$ cat config.mk
export PLATFORM = sky130hd
export DESIGN_NAME = bcast_stats
export DESIGN_NICKNAME = d
export VERILOG_FILES = /design/src/rtl/bcast_stats_pkg.sv /design/src/rtl/bcast_filter.sv /design/src/rtl/stat_counter.sv /design/src/rtl/stat_irq.sv /design/src/rtl/bcast_stats.sv
export SDC_FILE = /design/constraint.sdc
export NUM_CORES = 1
export LEC_CHECK = 0
export BUFFER_PORTS_ARGS = -buffer_cell sky130_fd_sc_hd__buf_4
export CAP_MARGIN = 40
export CORE_MARGIN = 2
export CORE_UTILIZATION = 41
export CTS_CLUSTER_SIZE = 12
export DETAILED_ROUTE_END_ITERATION = 7
export GPL_TIMING_DRIVEN = 0
export PLACE_DENSITY = 0.92
export SYNTH_ARGS = -nofsm -noshare
export SYNTH_HDL_FRONTEND = slang
export SYNTH_HIERARCHICAL = 1
export SYNTH_SLANG_ARGS = --single-unit
export TNS_END_PERCENT = 5
$ cat constraint.sdc
create_clock -name clk -period 3.3 [get_ports clk]
set_input_delay 0.33 -clock clk [delete_from_list [all_inputs] [get_ports clk]]
set_output_delay 0.33 -clock clk [all_outputs]
set_load 0.02 [all_outputs]
$ cat src/rtl/bcast_stats_pkg.sv
package bcast_stats_pkg;
   // channel indices
   localparam int unsigned CH_TX = 0;
   localparam int unsigned CH_RX = 1;
   localparam int unsigned N_CH  = 2;
   // receive error flag positions
   localparam int unsigned ERR_LONG  = 0;
   localparam int unsigned ERR_FCS   = 1;
   localparam int unsigned ERR_LEN   = 2;
   localparam int unsigned ERR_ALIGN = 3;
   localparam int unsigned ERR_OVR   = 4;
   localparam int unsigned N_ERR     = 5;
endpackage

$ cat src/rtl/bcast_filter.sv
module bcast_filter #(
   parameter int unsigned DA_W = 48,
   parameter int unsigned ERR_W = 5,
   parameter logic [ERR_W-1:0] ERR_MASK = '1
) (
   input  logic             stat_en,
   input  logic             evt,
   input  logic [DA_W-1:0]  da,
   input  logic [ERR_W-1:0] err,
   output logic             cnt_inc
);
   logic is_bcast;
   logic err_free;

   assign is_bcast = &da;
   assign err_free = ~|(err & ERR_MASK);
   assign cnt_inc  = stat_en & evt & is_bcast & err_free;
endmodule

$ cat src/rtl/stat_counter.sv
module stat_counter #(
   parameter int unsigned CNT_W = 8,
   parameter logic [CNT_W-1:0] IRQ_AT = 8'hC0
) (
   input  logic             clk,
   input  logic             rst_n,
   input  logic             inc,
   input  logic             clr,
   output logic [CNT_W-1:0] cnt,
   output logic             hit
);
   localparam logic [CNT_W-1:0] ONE = CNT_W'(1);

   logic [CNT_W-1:0] cnt_q;
   logic [CNT_W-1:0] cnt_d;
   logic [CNT_W-1:0] cnt_plus;

   assign cnt_plus = cnt_q + ONE;

   always_comb begin
      if (clr)
         cnt_d = inc ? ONE : '0;
      else if (inc)
         cnt_d = cnt_plus;
      else
         cnt_d = cnt_q;
   end

   always_ff @(posedge clk or negedge rst_n) begin
      if (!rst_n)
         cnt_q <= '0;
      else
         cnt_q <= cnt_d;
   end

   assign hit = inc & ~clr & (cnt_plus == IRQ_AT);
   assign cnt = cnt_q;
endmodule

$ cat src/rtl/stat_irq.sv
module stat_irq #(
   parameter int unsigned N_SRC = 2
) (
   input  logic             clk,
   input  logic             rst_n,
   input  logic [N_SRC-1:0] hit,
   input  logic             clr,
   output logic             irq
);
   logic irq_q;

   always_ff @(posedge clk or negedge rst_n) begin
      if (!rst_n)
         irq_q <= 1'b0;
      else if (|hit)
         irq_q <= 1'b1;
      else if (clr)
         irq_q <= 1'b0;
   end

   assign irq = irq_q;
endmodule

$ cat src/rtl/bcast_stats.sv
module bcast_stats
   import bcast_stats_pkg::*;
#(
   parameter int unsigned CNT_W = 8,
   parameter int unsigned DA_W  = 48,
   parameter int unsigned OFS_W = 8,
   parameter logic [OFS_W-1:0] OFS_TX = 8'h7C,
   parameter logic [OFS_W-1:0] OFS_RX = 8'h7D,
   parameter logic [CNT_W-1:0] IRQ_AT = 8'hC0
) (
   input  logic             clk,
   input  logic             rst_n,
   input  logic             stat_en,
   input  logic             rx_evt,
   input  logic [DA_W-1:0]  rx_da,
   input  logic [N_ERR-1:0] rx_err,
   input  logic             tx_evt,
   input  logic [DA_W-1:0]  tx_da,
   input  logic             rd_stb,
   input  logic [OFS_W-1:0] rd_ofs,
   output logic [CNT_W-1:0] rd_data,
   input  logic             irq_clr,
   output logic             upd_irq
);
   if (CNT_W < 2) begin : g_bad_w
      $error("bcast_stats: CNT_W must be at least 2");
   end
   if (OFS_TX == OFS_RX) begin : g_bad_ofs
      $error("bcast_stats: counter offsets must differ");
   end
   if (IRQ_AT == '0) begin : g_bad_lvl
      $error("bcast_stats: IRQ_AT must be nonzero");
   end

   logic [N_CH-1:0]             evt_v;
   logic [N_CH-1:0][DA_W-1:0]   da_v;
   logic [N_CH-1:0][N_ERR-1:0]  err_v;
   logic [N_CH-1:0][OFS_W-1:0]  ofs_v;
   logic [N_CH-1:0]             inc_v;
   logic [N_CH-1:0]             sel_v;
   logic [N_CH-1:0]             hit_v;
   logic [N_CH-1:0][CNT_W-1:0]  cnt_v;
   logic [CNT_W-1:0]            cnt_tx_w;
   logic [CNT_W-1:0]            cnt_rx_w;

   assign evt_v[CH_TX] = tx_evt;
   assign evt_v[CH_RX] = rx_evt;
   assign da_v[CH_TX]  = tx_da;
   assign da_v[CH_RX]  = rx_da;
   assign err_v[CH_TX] = '0;
   assign err_v[CH_RX] = rx_err;
   assign ofs_v[CH_TX] = OFS_TX;
   assign ofs_v[CH_RX] = OFS_RX;

   for (genvar ch = 0; ch < N_CH; ch++) begin : g_ch
      localparam logic [N_ERR-1:0] MASK = (ch == CH_RX) ? {N_ERR{1'b1}} : {N_ERR{1'b0}};

      assign sel_v[ch] = rd_stb & (rd_ofs == ofs_v[ch]);

      bcast_filter #(
         .DA_W(DA_W), .ERR_W(N_ERR), .ERR_MASK(MASK)
      ) u_flt (
         .stat_en(stat_en), .evt(evt_v[ch]), .da(da_v[ch]),
         .err(err_v[ch]), .cnt_inc(inc_v[ch])
      );

      stat_counter #(
         .CNT_W(CNT_W), .IRQ_AT(IRQ_AT)
      ) u_cnt (
         .clk(clk), .rst_n(rst_n), .inc(inc_v[ch]), .clr(sel_v[ch]),
         .cnt(cnt_v[ch]), .hit(hit_v[ch])
      );
   end

   always_comb begin
      rd_data = '0;
      for (int c = 0; c < N_CH; c++) begin
         if (sel_v[c])
            rd_data = cnt_v[c];
      end
   end

   stat_irq #(.N_SRC(N_CH)) u_irq (
      .clk(clk), .rst_n(rst_n), .hit(hit_v), .clr(irq_clr), .irq(upd_irq)
   );

   assign cnt_tx_w = cnt_v[CH_TX];
   assign cnt_rx_w = cnt_v[CH_RX];
endmodule

* After elaboration in Yosys (flattened, before gate mapping) *
Index checks and enable logic that the tools add are counted.

cells by class
  bitwise operators = 13
  reduce and logical (&&, ||, !) cells = 8
  add/subtract/negate cells = 2
  divide/modulo/power cells = 0
  shifts and indexed selects = 0
  multipliers = 0
  magnitude comparators = 0
  mux-type cells = 10
  equal/unequal tests = 4

operators by type and width
  kind                   number
  $reduce_and A48 Y1     2
  $mux W8                6
  $add A8 B1 Y8 const B  2
  $eq A8 B7 Y1 const B   2
  $eq A8 B8 Y1 const B   2
  $and A1 B1 Y1          11
  $reduce_bool A2 Y1     3
  $reduce_or A5 Y1       1
  $mux W1                4
  $not A1 Y1             2
  $reduce_or A2 Y1       1
  $logic_not A1 Y1       1

word-level totals
  word-level logic and storage cells = 40
  bits in read-only memories = 0
  memories = 0
  RAM bits = 0
  bits in latches = 0
  bits in registers = 17

* Longest topological paths before layout *
  word-level depth = 7
  mapped depth = 8
  mapped depth without buffers = 7

* Hierarchy *
The synthesis kept the hierarchy.

modules (own cells, without submodules)
  module                         seq. area each (um2)  instances  area an instance (um2)  cells an instance
  stat_counter                   200.2                 2          505.5                   52
  bcast_stats                    0.0                   1          180.2                   24
  bcast_filter at g_ch[1].u_flt  0.0                   1          126.4                   19
  bcast_filter at g_ch[0].u_flt  0.0                   1          108.9                   18
  stat_irq                       25.0                  1          37.5                    4

* Least setup slack after synthesis *
Ideal clock, no wire load.

  kind = input to register
  from = input rx_err[3]
  to = register u_irq.irq_q, in the netlist u_irq/irq
  stages on the path = 8
  arrival time = 1.991 ns
  setup slack = 1.232 ns
  library setup time = 0.076 ns
  path buffers = 1
  cells stage by stage = or4b_1 nor4_1 and4_1 buf_2 nand3b_1 a2111oi_2 nor2_1 o21ai_1

between the ends
  cells in the longest elaborated chain, start to end = 7
  elaborated cells between the ends (all ways) = 8
  those cells by class = mux (1); bitwise (3); reduce/logical (4)

RTL lines
  what                                                  line                source
  start, declared                                       bcast_stats.sv:16   input logic [N_ERR-1:0] rx_err,
  $reduce_or A5 Y1 (*)                                  bcast_filter.sv:16  assign err_free = ~|(err & ERR_MASK);
  $logic_not A1 Y1 (*)                                  bcast_filter.sv:16
  $and A1 B1 Y1 (*)                                     bcast_filter.sv:17  assign cnt_inc = stat_en & evt & is_bcast & err_free;
  net inc_v[1]                                          bcast_stats.sv:39   logic [N_CH-1:0] inc_v;
  $and A1 B1 Y1 (*) (2 in a row)                        stat_counter.sv:36  assign hit = inc & ~clr & (cnt_plus == IRQ_AT);
  net hit_v[1]                                          bcast_stats.sv:41   logic [N_CH-1:0] hit_v;
  $reduce_or A2 Y1 (*)                                  stat_irq.sv:15      else if (|hit)
  $mux W1 / $reduce_bool A2 Y1 (equally long branches)  --
  end signal, assigned                                  stat_irq.sv:14      irq_q <= 1'b0;
  end signal, assigned                                  stat_irq.sv:16      irq_q <= 1'b1;
  end signal, assigned                                  stat_irq.sv:18      irq_q <= 1'b0;
  end, declared                                         stat_irq.sv:10      logic irq_q;

Mark *: on every way through the listed nets, which the timed path passes. The rest lies on a longest branch.
A chain may end at the register's enable or synchronous reset.

* Worst setup path after layout *
Ends and elaborated chain as after synthesis.

==> out/metrics.cfg <==
[layout]
area_growth_syn_to_layout_pct = 69.67
fillers = 270
n_antenna_cell = 0
utilization = 0.7309
nets = 417
finalNonFillerCells = 342
drive_gt1_frac = 0.4764

[sta]
max_freq_mhz = 483.0
fin_crit_sh = 0.6274
hold_viol = 0
min_period_ns = 2.070
setup_violations = 0
fin_skew_ns = 0.002492
max_slew_margin = 0.7248
slew_violations = 0
worstMarginPinSlew_ns = 0.4129
rsz0062_at_grt = no
finalSetupTns_ns = 0

[synth]
yosysWarnings = 6
synthCells = 168
syn_nets = 288
avgSynthCellArea_sq_um = 8.691
syn-cell-area_sq_um = 1460

[critical_path]
start_kind = primary input
path_max_fanout = 9
crit_path_cell_trace = buf_4 > or4b_1 > nor4_1 > and4_1 > buf_2 > nand3b_1 > a2111oi_2 > nor2_1 > o21ai_1
crit_type = primary input to register
cp_slowest_cell = or4b_1
critPathCaptureType = register
worst-endpoint-required_ns = 3.52
path_buf_inv = 2
max_stage_delay_ns = 0.53
r2r-start = g_ch[1].u_cnt/cnt[0]$_DFFE_PN0P_
path_delay_family = simple AND/OR/NAND/NOR gates
worstPathArrival_ns = 2.29
r2r_end = u_irq/irq$_DFFE_PN0P_
r2r_cells = 7
regToRegSetupSlack_ns = 1.53

[job]
drv_cap = 0

[power]
p_leak_nw = 1.194
power_density_nw_per_um2 = 177.8
irDropWorstVdd_uv = 105.0

[floorplanning]
dieArea_sq_um = 4055
core_sq_um = 3390
ios = 125
initial_core_util = 0.4308
die_x_um = 63.68
die_y_um = 63.68
fp-row-count = 21

[detailed_routing]
first_pass_iters = 4
drt_wl_total_mm = 4.935
via_per_inst = 5.439
postRouteAntennaNets = 0
vias = 1860
drt_iter0_markers = 101
route.detailed.drc = 0
drt-wirelength-per-cell_um = 14.43

[clock_tree]
cts_made_buffers = 3
cts_resized = 0
cts_tree = done
cts_hold_buf = 1
clk_latency_ns = 0.28
cts_buffer_depth = 2
htree_levels = 1
cts_sinks = 17
worst_setup_hold_path_clk_slew_ns = 0.09
cts_root_buf = clkbuf_4
cts_setup_buffers = 0

[worst_hold_path]
hold_path_class = primary input to register
min_path_cells = 2
hp-start = irq_clr
whs_endpoint = u_irq/irq$_DFFE_PN0P_

[global_route]
grt_pass1_wl_mm = 7.859
antenna_found_initial = 0
grt_pass1_vias = 1828
grt_max_degree = 18
grt-ovfl-total = 0
grt_usage = 0.2422

[placed_design]
gp_congestion = 0.8075
post-dp-hpwl_mm = 4.249
port_buffers = 123
place_inst = 337

[run_status]
status = finished, final reports clean

where the power goes:
group	switching (W)	internal, W
registers	0.00000000000000000519	0.000208
logic	0.0000322	0.0000925
clock network	0.0000607	0.0000469
total	0.0000929	0.000347
flip-flops by register name, summed over array words and instances (netlist names):
signal          count
u_irq/irq           1
g_ch.u_cnt/cnt     16
cell usage in the layout (no fill, tap or decap), types with 3 or more instances in the layout:
cell	n
nand2_1	7
nand3_1	5
dfrtp_1	17
nor4_1	5
nand4_1	28
nand2b_1	4
ha_1	4
a21oi_1	4
buf_4	124
clkbuf_4	3
clkbuf_1	3
mux2i_1	12
xor2_1	10
buf_6	3
nor2_1	19
nor3_1	11
worst max-delay path by stage:
stage	start	to	slack, ns	depth (start not counted)
finish	rx_err[3]	u_irq/irq$_DFFE_PN0P_	1.23	9
global route	rx_err[3]	u_irq/irq$_DFFE_PN0P_	1.12	9
CTS	rx_err[3]	u_irq/irq$_DFFE_PN0P_	1.21	9
detailed placement	rx_err[3]	u_irq/irq$_DFFE_PN0P_	0.91	9
global placement	rx_err[3]	u_irq/irq$_DFFE_PN0P_	0.88	9
floorplan	rx_err[3]	u_irq/irq$_DFFE_PN0P_	1.23	8
cell type report:
type                            count  area, sq um  area share
Buffer                              8        58.81     0.02374
Clock buffer                        4        26.28     0.01061
Tap cell                           46        57.56     0.02323
Multi-Input combinational cell    141        968.4      0.3909
Sequential cell                    17        425.4      0.1717
Timing Repair Buffer              124        933.4      0.3768
Inverter                            2        7.507    0.003030
routing by layer:
layer	global-route usage	share of wire	vias up
met5	0	0	-
met4	0.05978	0.0089	0
met3	0.02143	0.067	4
met2	0.4553	0.54	93
met1	0.2937	0.39	863
li1	-	-	900
metrics by stage:
step                      instance area (sq um)  worst slack (ns)  hold slack [ns]  total power (W)
after floorplan                            1460             1.232          0.03441        0.0002261
after global placement                     2441            0.8837           0.2028        0.0003338
after detailed placement                   2441            0.9087           0.2036        0.0003366
after CTS                                  2477             1.214           0.1910        0.0004460
after global routing                       2477             1.124           0.1939        0.0004651
final                                      2477             1.230           0.1968        0.0004404
Power figures use the tool's default switching activity.
